## src/rtl/addr_seq_pkg.sv

```systemverilog
// Package: shared state encoding for the address expansion sequencer.
// Assumes nothing beyond the sequence order described in the brief.
package addr_seq_pkg;

    // Sequencer phases, in the order a full load visits them
    typedef enum logic [3:0] {
        ST_IDLE,
        ST_HI,       // top byte on bus, control low
        ST_CLE_UP,   // top byte on bus, control high (register captured)
        ST_MID,      // middle byte on bus, control high (latch open)
        ST_CLE_DN,   // middle byte on bus, control low (latch frozen)
        ST_LO,       // low byte on bus, setup before strobe
        ST_STROBE,   // access strobe active
        ST_HOLD      // address held after strobe
    } seq_state_t;

endpackage

```

## src/rtl/page_tracker.sv

```systemverilog
// Module: page_tracker
// Remembers the upper address bits held by the external latch and
// register, plus a valid flag cleared at reset. Reports a hit when a
// candidate address lies in the page already loaded.
// Assumes: load is raised only when a full reload is committed.
module page_tracker #(
    parameter int UPPER_W = 16
) (
    input  logic               clk,
    input  logic               rst_n,
    input  logic               load,
    input  logic [UPPER_W-1:0] upper_in,
    output logic               hit
);

    logic [UPPER_W-1:0] page_q;
    logic               valid_q;

    // Capture the page for a committed full reload
    always_ff @(posedge clk) begin
        if (!rst_n) begin
            page_q  <= '0;
            valid_q <= 1'b0;
        end else if (load) begin
            page_q  <= upper_in;
            valid_q <= 1'b1;
        end
    end

    // Compare the candidate with the held page
    always_comb hit = valid_q && (page_q == upper_in);

endmodule

```

## src/rtl/step_timer.sv

```systemverilog
// Module: step_timer
// Counts clocks spent in the current phase; restart zeroes it.
// Assumes: the owner restarts it on every phase change.
module step_timer #(
    parameter int CNT_W = 4
) (
    input  logic             clk,
    input  logic             rst_n,
    input  logic             restart,
    output logic [CNT_W-1:0] count
);

    // Elapsed-clock counter, saturating at its maximum
    always_ff @(posedge clk) begin
        if (!rst_n || restart) begin
            count <= '0;
        end else if (count != {CNT_W{1'b1}}) begin
            count <= count + 1'b1;
        end
    end

endmodule

```

## src/rtl/seq_fsm.sv

```systemverilog
// Module: seq_fsm
// Phase controller. Accepts a request when idle, picks the full or the
// same-page path and steps through the phases with per-phase durations.
// Registers the request and raises a one-cycle done after the hold phase.
// Assumes: STEP_CYC >= 1 and STROBE_CYC >= 1.
module seq_fsm
    import addr_seq_pkg::*;
#(
    parameter int ADDR_W     = 24,
    parameter int STEP_CYC   = 1,
    parameter int STROBE_CYC = 1,
    parameter int CNT_W      = 2
) (
    input  logic              clk,
    input  logic              rst_n,
    input  logic              req_valid,
    input  logic [ADDR_W-1:0] req_addr,
    input  logic              req_write,
    input  logic              page_hit,
    input  logic [CNT_W-1:0]  count,
    output logic              accept,
    output logic              restart,
    output seq_state_t        state,
    output logic [ADDR_W-1:0] addr_q,
    output logic              write_q,
    output logic              done
);

    localparam logic [CNT_W-1:0] STEP_LAST   = CNT_W'(STEP_CYC - 1);
    localparam logic [CNT_W-1:0] STROBE_LAST = CNT_W'(STROBE_CYC - 1);

    seq_state_t next;
    logic       last;
    logic       done_d;

    // Detect the final clock of the current phase
    always_comb last = (state == ST_STROBE) ? (count == STROBE_LAST)
                                            : (count == STEP_LAST);

    // Next-phase selection
    always_comb begin
        next   = state;
        accept = 1'b0;
        done_d = 1'b0;
        unique case (state)
            ST_IDLE: if (req_valid) begin
                accept = 1'b1;
                next   = page_hit ? ST_LO : ST_HI;
            end
            ST_HI:     if (last) next = ST_CLE_UP;
            ST_CLE_UP: if (last) next = ST_MID;
            ST_MID:    if (last) next = ST_CLE_DN;
            ST_CLE_DN: if (last) next = ST_LO;
            ST_LO:     if (last) next = ST_STROBE;
            ST_STROBE: if (last) next = ST_HOLD;
            ST_HOLD: if (last) begin
                next   = ST_IDLE;
                done_d = 1'b1;
            end
            default: next = ST_IDLE;
        endcase
    end

    always_comb restart = (next != state);

    // Phase register and completion pulse
    always_ff @(posedge clk) begin
        if (!rst_n) begin
            state <= ST_IDLE;
            done  <= 1'b0;
        end else begin
            state <= next;
            done  <= done_d;
        end
    end

    // Request capture on acceptance
    always_ff @(posedge clk) begin
        if (!rst_n) begin
            addr_q  <= '0;
            write_q <= 1'b0;
        end else if (accept) begin
            addr_q  <= req_addr;
            write_q <= req_write;
        end
    end

endmodule

```

## src/rtl/addr_expand_seq.sv

```systemverilog
// Module: addr_expand_seq (top)
// Drives a three-byte address through one shared byte bus and one control
// line feeding an external transparent latch (middle byte) and an
// edge-triggered register (top byte). Skips the upper reload when the
// page is unchanged. Pin values are decoded from the registered phase.
// Assumes: the latch is transparent while the control line is high and the
// register samples on its rising edge.
module addr_expand_seq
    import addr_seq_pkg::*;
#(
    parameter int BUS_W      = 8,
    parameter int STEP_CYC   = 1,
    parameter int STROBE_CYC = 1
) (
    input  logic                 clk,
    input  logic                 rst_n,
    input  logic                 req_valid,
    input  logic [3*BUS_W-1:0]   req_addr,
    input  logic                 req_write,
    output logic                 req_ready,
    output logic                 done,
    output logic [BUS_W-1:0]     abus,
    output logic                 ale,
    output logic                 strobe,
    output logic                 write_o
);

    localparam int ADDR_W  = 3 * BUS_W;
    localparam int UPPER_W = 2 * BUS_W;
    localparam int MAX_CYC = (STEP_CYC > STROBE_CYC) ? STEP_CYC : STROBE_CYC;
    localparam int CNT_W   = $clog2(MAX_CYC + 1);

    seq_state_t        state;
    logic              accept;
    logic              restart;
    logic              page_hit;
    logic [CNT_W-1:0]  count;
    logic [ADDR_W-1:0] addr_q;
    logic [BUS_W-1:0]  addr_byte [3];

    // Split the held address into bus-wide bytes
    for (genvar k = 0; k < 3; k++) begin : g_byte
        assign addr_byte[k] = addr_q[k*BUS_W +: BUS_W];
    end

    page_tracker #(.UPPER_W(UPPER_W)) tracker_i (
        .clk      (clk),
        .rst_n    (rst_n),
        .load     (accept && !page_hit),
        .upper_in (req_addr[ADDR_W-1:BUS_W]),
        .hit      (page_hit)
    );

    step_timer #(.CNT_W(CNT_W)) timer_i (
        .clk     (clk),
        .rst_n   (rst_n),
        .restart (restart),
        .count   (count)
    );

    seq_fsm #(
        .ADDR_W     (ADDR_W),
        .STEP_CYC   (STEP_CYC),
        .STROBE_CYC (STROBE_CYC),
        .CNT_W      (CNT_W)
    ) fsm_i (
        .clk       (clk),
        .rst_n     (rst_n),
        .req_valid (req_valid),
        .req_addr  (req_addr),
        .req_write (req_write),
        .page_hit  (page_hit),
        .count     (count),
        .accept    (accept),
        .restart   (restart),
        .state     (state),
        .addr_q    (addr_q),
        .write_q   (write_o),
        .done      (done)
    );

    // Select the byte on the shared bus for the current phase
    always_comb begin
        unique case (state)
            ST_HI, ST_CLE_UP:  abus = addr_byte[2];
            ST_MID, ST_CLE_DN: abus = addr_byte[1];
            default:           abus = addr_byte[0];
        endcase
    end

    // Decode control line, strobe and ready from the phase
    always_comb begin
        ale       = (state == ST_CLE_UP) || (state == ST_MID);
        strobe    = (state == ST_STROBE);
        req_ready = (state == ST_IDLE);
    end

endmodule

```

## config.mk

```make
export PLATFORM = sky130hd
export DESIGN_NAME = addr_expand_seq
export DESIGN_NICKNAME = d
export VERILOG_FILES = /design/src/rtl/addr_seq_pkg.sv /design/src/rtl/page_tracker.sv /design/src/rtl/step_timer.sv /design/src/rtl/seq_fsm.sv /design/src/rtl/addr_expand_seq.sv
export SDC_FILE = /design/constraint.sdc
export NUM_CORES = 1
export LEC_CHECK = 0
export BUFFER_PORTS_ARGS = -buffer_cell sky130_fd_sc_hd__clkbuf_2
export CORE_MARGIN = 8
export CORE_UTILIZATION = 35
export DETAILED_ROUTE_END_ITERATION = 8
export PLACE_DENSITY = 0.55
export SLEW_MARGIN = 10
export SYNTH_ARGS = -nofsm -noshare
export SYNTH_HDL_FRONTEND = slang
export SYNTH_SLANG_ARGS = --single-unit
```

## constraint.sdc

```tcl
create_clock -name clk -period 3.71 [get_ports clk]
set_clock_uncertainty 0.05 [all_clocks]
set_input_delay 0.371 -clock clk [delete_from_list [all_inputs] [get_ports clk]]
set_output_delay 0.371 -clock clk [all_outputs]
set_load 0.005 [all_outputs]
```

* Word level (Yosys, flattened, before mapping)
Cells that the tools add are included.
Word-level totals: word-level logic and storage cells 42, flip-flop bits (word level) 48
Operators by class: eq/ne operators 9, add/subtract/negate cells 1, multiplexer cells 15, reductions and logical operators 10
Operator list (count):
- $mux W4 | 8
- $pmux W4 S8 | 1
- $eq A16 B16 Y1 | 1
- $eq A4 B3 Y1 const B | 4
- $pmux W8 S2 | 1
- $eq A4 B2 Y1 const B | 2
- $eq A4 B1 Y1 const B | 1
- $logic_not A4 Y1 | 1
- $mux W1 | 4
- $ne A4 B4 Y1 | 1
- $reduce_or A2 Y1 | 2
- $mux W3 | 1
- $logic_and A1 B1 Y1 | 2
- $logic_not A1 Y1 | 2
- $logic_or A1 B1 Y1 | 2
- $reduce_and A2 Y1 | 1
- $add A1 B1 Y1 const B | 1

* Depth between registers and ports, before layout
Gate-level depths: netlist of the first run.
depth in word-level cells 7, depth in mapped cells 8, gate-level depth less buffers 5

* Cells and area by module
A second synthesis of the first run with hierarchy kept.
Second synthesis, totals: cells, all modules 242, area total of the unflattened synthesis 2322.2 um^2
Modules (own cells, without submodules):
- seq_fsm | seq. area each 600.6 um^2, area an instance 1243.7 um^2, instances 1, cells each 134
- page_tracker | seq. area each 340.3 um^2, area an instance 805.8 um^2, instances 1, cells each 75
- addr_expand_seq | seq. area each 0.0 um^2, area an instance 239.0 um^2, instances 1, cells each 31
- step_timer | seq. area each 20.0 um^2, area an instance 33.8 um^2, instances 1, cells each 2

* Worst setup path after synthesis of the first run
Ideal clock, no wire load.
kind reg2out, start point register fsm_i.state[2], end point output abus[0], slack 1.892 ns, buffers on the path 1, required time 3.289 ns, arrival time 1.397 ns, stages on the path, launching flop included 7, path through dfxtp_1 -> buf_2 -> or3b_1 -> a21oi_2 -> nor2_2 -> nand2_1 -> nand2_1
On the way: longest elaborated chain between the ends 3, elaborated cells on any way between the ends 7
RTL lines:
- start, declared | RTL line seq_fsm.sv:23 | output seq_state_t state,
- start signal, assigned | RTL line seq_fsm.sv:72 | state <= next;
- $eq A4 B2 Y1, or another cell as far along | RTL line addr_expand_seq.sv:84 | unique case (state)
- $reduce_or A2 Y1 | RTL line addr_expand_seq.sv:84
- $pmux W8 S2 * | RTL line addr_expand_seq.sv:84
- end, declared | RTL line addr_expand_seq.sv:22 | output logic [BUS_W-1:0] abus,
Every way passes the cells marked *; elsewhere a longest branch is shown, timed or not.

* Final worst setup path of the first run
start point register fsm_i.state[2], end point output abus[4]
The elaborated chain is that of the path after synthesis.

==> results.md, run 1 <==
- Register bit total from synthesis: 48
- Die Wd: 101 µm
- Met1 GRT Util: 16.5%
- Largest family of logic cells by synthesized area: simple AND/OR/NAND/NOR gates
- Crit-path cells: or3b_1, a21oi_2, nor2_2, nand2_1, nand2_1, clkbuf_2
- Placed cells: 425
- Area Overhead vs Synth: 12.0%
- Final worst-path setup slack: 1.28 ns
- Initial antenna violation count: 0
- Initial Util: 35.5%
- Worst path arrival time: 2.01 ns
- Slew headroom: 29.7%
- Compound-gate portion of the synthesized area: 11.4%
- Port bufs: 40
- Total grt overflow: 0
- Layout cells sized above 1: 17.7%
- First-pass GRT wire length: 10.5 mm
- Critical Path RT: 3.29 ns
- Core Region: 0.00714 mm²
- Detailed placement HPWL: 4.13 mm
- Power per cell area: 385 mW/mm²
- F_max: 0.412 GHz
- Post-CTS sizing: 0
- Avg Inst Size Synth: 8.10 µm²
- Cell repeated most along the worst path: nand2_1
- Sequential share of the synthesized area: 37.9%
- # diodes: 0
- Final period util: 65.4%
- Die area: 0.0102 mm²
- RSZ-0062 raised after global routing: false
- Clock Path Buffers: 2
- Total GRT Usage: 12.6%
- # IOs: 41
- Critical path class: flip-flop to output port
- Fillers: 774
- Total leakage power: 1.01 nW
- Initial drt markers: 149
- Area after DPL: 0.00273 mm²
- Largest net degree at the start of global routing: 59
- Yosys cell types: 32
- Critical path startpoint category: flip-flop
- Max-Cap Viols: 0
- R2R Setup Slk: 1.55 ns
- Post-CTS setup buffer count: 0
- Die H: 101 µm
- DRC Markers: 0
- Family with the most delay on the worst path: simple AND/OR/NAND/NOR gates
- Minimum clock period: 2.43 ns
- Via count: 2256
- CP endpoint kind: output port
- CTS clk-pin slew, worst paths: 0.09 ns
- Final Hold Viols: 0
- Slowest stage cell, crit path: dfxtp_1
- Detail Route Antenna Nets: 0
- Fin util: 39.8%
- Num CTS Buffers: 5
- Pre-CTS setup slack: 1.59 ns
- Clock latency on the worst-skew pair: 0.30 ns
- Worst-margin pin slew: 1.05 ns
- CP max stage delay: 0.52 ns
- M3 GR Usage: 3.38%
- Syn nets: 341
- Nets@finish: 361
- Global route hottest layer: met2
- Xor and xnor area share after synthesis: 6.56%
- CP Max Fanout: 9
- Worst path bufs/invs: 1
- Final Slew Violations: 0
- # H-tree levels: 2
- Post-Route WL: 6.22 mm
- Root Driver: clkbuf_8
- Final setup fails: 0
- Post-synthesis mux area share: 0%
- Reg area: 961 µm²
- 1st-pass router iterations: 5
- CTS Hold Buffers Added: 0
- Fin Setup TNS: 0 ns
- Multi-input gate area: 0.00141 mm²
- Mapped Area: 0.00254 mm²
- Routed WL per cell: 14.4 µm
- Syn. warnings: 0
- VDD IR max: 149 µV
- Synth Area in Adders: 0%
- Cells after Synth: 313
- CTS tree: yes
- # clock sinks: 48
- Met2 GRT Util: 19.8%
- Status: finished, final reports clean
- Vias in the first global route: 2138
- Final non-filler cell area: 0.00284 mm²
- Layout Cells excl Fill: 433
- Gpl congestion: 0.728
- Row count: 31
- Simple-gate share of the synthesized area: 37.6%
- Avg Vias per Cell: 5.21
- Hold Crit Class: input pin to flip-flop
## synthesized netlist by cell type, drive strengths merged
library cell / instances / share of area [%]
xnor2: 19 / 6.6
a211oi: 1 / 0.30
nand3b: 2 / 0.59
nand2b: 1 / 0.25
and2: 1 / 0.25
a21oi: 3 / 0.74
a22oi: 8 / 2.4
nand4b: 16 / 5.5
dfxtp: 48 / 38
nand3: 17 / 3.4
nor4: 2 / 1.1
a21boi: 25 / 7.4
or2: 1 / 0.25
nand4: 51 / 13
or3b: 1 / 0.35
nor3b: 2 / 0.59
buf: 16 / 4.2
nor3: 4 / 1.2
nand2: 70 / 10
nor2: 6 / 0.99
conb: 1 / 0.15
o21a: 1 / 0.30
clkbuf: 15 / 2.2
o21bai: 1 / 0.30
nor2b: 1 / 0.25
## state kept, by name (all words and copies together) (netlist names)
signal             count
tracker_i.valid_q      1
fsm_i.done             1
fsm_i.write_q          1
fsm_i.addr_q          24
fsm_i.state            4
timer_i.count          1
tracker_i.page_q      16
## layer usage
metal / up-vias / routed length (µm)
li1: 1162 / -
met1: 1040 / 3110
met2: 47 / 2730
met3: 7 / 319
met4: 0 / 62
met5: - / 0
## tightest hold or removal path, delay by kind of cell
family	cells	cell delay, ns
simple gates	1	0.04
compound gates	1	0.06
buf+inv	1	0.08
## metrics by stage
step	hold slack [ns]	total power, mW
2_1_floorplan	0.390	0.681
3_3_place_gp	0.396	0.723
3_5_place_dp	0.403	0.726
4_1_cts	0.235	1.11
5_1_grt	0.238	1.15
6_report	0.245	1.09
## worst paths after layout
kind              cells past startpoint             from          endpoint
hold reg to reg                       2  fsm_i.addr_q[7]   fsm_i.addr_q[7]
setup reg to reg                      4   fsm_i.state[0]  fsm_i.addr_q[18]
hold / removal                        3      req_addr[0]   fsm_i.addr_q[0]
setup / recovery                      6   fsm_i.state[2]           abus[4]
## cells by family after synthesis
| logic type | after synthesis |
|---|---|
| and+or+nand+nor | 175 |
| DFF | 48 |
| AOI/OAI and AO/OA | 39 |
| buffers and inverters | 31 |
| xor gates and xnor gates | 19 |
| other | 1 |
## report_power, final
| group | internal (mW) | total, mW | leakage, nW | switching, mW |
|---|---|---|---|---|
| combinational | 0.0603 | 0.141 | 0.567 | 0.0811 |
| sequential | 0.547 | 0.572 | 0.394 | 0.0250 |
| clock | 0.200 | 0.380 | 0.0541 | 0.180 |
## cell usage in the layout, fill, tap and decap left out
cell / Yosys / layout
clkbuf_8: 0 / 5
clkinvlp_4: 0 / 1
nand2b_1: 1 / 1
dfxtp_1: 48 / 48
a21oi_1: 2 / 2
xnor2_1: 19 / 19
nand2_1: 70 / 70
a21oi_2: 1 / 1
o21a_1: 1 / 1
nor2b_1: 1 / 1
a211oi_1: 1 / 1
a21boi_0: 25 / 25
conb_1: 1 / 1
nand3b_1: 2 / 2
or3b_1: 1 / 1
nor2_2: 1 / 1
buf_4: 4 / 4
nor3_2: 2 / 2
or2_2: 1 / 1
nor3_1: 2 / 2
bufinv_16: 0 / 1
clkinv_2: 0 / 1
o21bai_1: 1 / 1
clkbuf_2: 0 / 40
nand3_1: 17 / 17
nand4_1: 51 / 51
nor4_4: 1 / 1
nor3b_1: 2 / 2
and2_2: 0 / 1
nor4_1: 1 / 1
nand4b_1: 16 / 16
a22oi_1: 8 / 8
nor2_1: 5 / 5
## final cells by class
type / instances / area share, %
clock buffer: 5 / 2.42
clock inverter: 3 / 1.50
multi-input combinational: 234 / 49.8
sequential: 48 / 33.8
tap: 99 / 4.36
timing repair buffer: 44 / 8.11
Power figures use the tool's default switching activity.
==> inputs of run 2 (changes only) <==
--- a/config.mk
+++ b/config.mk
@@ -9,7 +9,7 @@
 export CORE_MARGIN = 8
 export CORE_UTILIZATION = 35
 export DETAILED_ROUTE_END_ITERATION = 8
-export PLACE_DENSITY = 0.55
+export PLACE_DENSITY = 0.57
 export SLEW_MARGIN = 10
 export SYNTH_ARGS = -nofsm -noshare
 export SYNTH_HDL_FRONTEND = slang
==> constraint.sdc (replaced) <==
create_clock -name clk -period 2.2 [get_ports clk]
set_clock_uncertainty 0.05 [all_clocks]
set_input_delay 0.22 -clock clk [delete_from_list [all_inputs] [get_ports clk]]
set_output_delay 0.22 -clock clk [all_outputs]
set_load 0.005 [all_outputs]
==> results.md, run 2 (synthesized netlist as in run 1, its figures left out) <==
- Critical Path RT: 1.93 ns (-1.36 ns)
- Avg Vias per Cell: 5.20 (-0.13%)
- Max reg flops: 24 (unchanged)
- Pre-CTS setup slack: 0.343 ns (-1.25 ns)
- Detail Route Antenna Nets: 0 (unchanged)
- Layout cells sized above 1: 19.5% (+1.8 points)
- VDD IR max: 359 µV (+140%)
- Slowest stage cell, crit path: or3b_1
- Final period util: 92.1%
- Total grt overflow: 0 (unchanged)
- Max-Cap Viols: 0 (unchanged)
- Top flop regs: fsm_i.addr_q x24, tracker_i.page_q x16, fsm_i.state x4
- Worst path bufs/invs: 1 (unchanged)
- CP Max Fanout: 9 (unchanged)
- Critical path depth: 6 (unchanged)
- Minimum clock period: 2.03 ns
- Status: finished, final reports clean
- Detailed placement HPWL: 4.24 mm (+2.6%)
- Worst path arrival time: 1.76 ns (-0.25 ns)
- Initial drt markers: 110 (-26%)
- Num CTS Buffers: 5 (unchanged)
- Routed WL per cell: 13.9 µm (-3.0%)
- Critical path startpoint category: flip-flop
- CTS clk-pin slew, worst paths: 0.09 ns (about the same)
- Final Hold Viols: 0 (unchanged)
- Crit-path cells: or3b_1, a21oi_4, nor2_2, nand2_1, nand2_1, clkbuf_2
- Fin util: 41.0% (+1.2 points)
- CP max stage delay: 0.43 ns (-0.09 ns)
- Family with the most delay on the worst path: simple AND/OR/NAND/NOR gates
- Core Region: 0.00714 mm² (unchanged)
- Final worst-path setup slack: 0.173 ns (-1.11 ns)
- RR Endpoint: tracker_i.page_q[3]
- Fin Setup TNS: 0 ns (unchanged)
- Largest net degree at the start of global routing: 62 (+5.1%)
- CP endpoint kind: output port
- Die H: 101 µm (unchanged)
- Cell repeated most along the worst path: nand2_1
- Commonest non-fill, non-tap cell in the layout: nand2_1
- Clock Path Buffers: 2 (unchanged)
- # clock sinks: 48 (unchanged)
- Die area: 0.0102 mm² (unchanged)
- DRC Markers: 0 (unchanged)
- Hold path depth: 3 (unchanged)
- CTS tree: yes
- Nets@finish: 366 (+1.4%)
- Area Overhead vs Synth: 15.3%
- Vias in the first global route: 2146 (+0.37%)
- CTS Hold Buffers Added: 0 (unchanged)
- Post-Route WL: 6.11 mm (-1.8%)
- Critical path class: flip-flop to output port
- Hold Crit Class: input pin to flip-flop
- Via count: 2279 (+1.0%)
- Min-Delay Startpoint: req_addr[2]
- RSZ-0062 raised after global routing: false
- Post-CTS setup buffer count: 0 (unchanged)
- First-pass GRT wire length: 10.3 mm (-1.6%)
- Reg-to-reg startpoint: fsm_i.state[2]
- Total GRT Usage: 12.5% (-0.083 points)
- Total leakage power: 1.05 nW (+3.8%)
- Reg2reg path depth: 6 (+2)
- Most frequent cells in the layout: nand2_1 (70), nand4_1 (51), dfxtp_1 (46)
- R2R Setup Slk: 0.49 ns (-1.06 ns)
- Initial Util: 35.5% (unchanged)
- Die Wd: 101 µm (unchanged)
- Port bufs: 40 (unchanged)
- 1st-pass router iterations: 4 (-1)
- Initial antenna violation count: 0 (unchanged)
- Final Slew Violations: 0 (unchanged)
- Worst hold path endpoint: fsm_i.addr_q[2]
- # IOs: 41 (unchanged)
- Slew headroom: 61.0% (+31 points)
- Final setup fails: 0 (unchanged)
- Final Power: 1.85 mW (+69%)
- Gpl congestion: 0.814 (+12%)
- Clock latency on the worst-skew pair: 0.30 ns (about the same)
- F_max: 0.493 GHz
- Row count: 31 (unchanged)
- Worst-margin pin slew: 0.585 ns (-0.469 ns)
- Power per cell area: 633 mW/mm² (+65%)
- Root Driver: clkbuf_8
- Biggest register: fsm_i.addr_q
- # H-tree levels: 2 (unchanged)
- # diodes: 0 (unchanged)
[run 2: power by group]
group	total, mW	switching [mW]	internal, mW	leakage, nW
Sequential	0.963	0.0417	0.922	0.395
Clock	0.641	0.305	0.337	0.0541
Combinational	0.247	0.137	0.110	0.604
Total	1.85	0.484	1.37	1.05
[run 2: worst max-delay path by stage]
stage | from | end | slack [ns]
after global placement | fsm_i.state[0] | abus[6] | 0.37
after floorplan | fsm_i.state[2] | abus[0] | 0.53
final | fsm_i.state[0] | abus[5] | 0.17
after detailed placement | fsm_i.state[0] | abus[6] | 0.34
after global routing | fsm_i.state[0] | abus[0] | 0.03
after CTS | fsm_i.state[0] | abus[6] | 0.07
[run 2: what timing repair did]
item	CTS	global route
endpoints found under the hold margin	0	0
pin swaps	0	1
setup endpoints to repair	3	8
gates resized for setup	1	2
[run 2: layout make-up]
cell class,instances,area [µm²]
multi-input combinational,234,1420
timing repair buffer,49,305
fill,763,4210
clock buffer,5,68.8
clock inverter,3,42.5
tap,99,124
sequential,48,963
[run 2: metal layers]
layer  global-route usage, %  wire length, µm
met1                    16.1             2950
met2                    19.1             2620
met3                    3.94              446
met4                    4.24               91
met5                       0                0
[run 2: worst register-to-register path: stages, from the launching register on]
cell and delay (ns):
dfxtp_1 0.32, buf_4 0.16, nor4_4 0.27, and2_2 0.34, buf_12 0.25, nand4_1 0.15
nand4_1 0.13
[run 2: per-stage QoR]
stage          hold slack [ns]  instances  cell area (µm²)
2_1_floorplan            0.315        313             2540
3_3_place_gp             0.402        430             2800
3_5_place_dp             0.407        430             2800
4_1_cts                 0.0774        438             2920
5_1_grt                 0.0925        438             2930
6_report                0.0891        438             2930
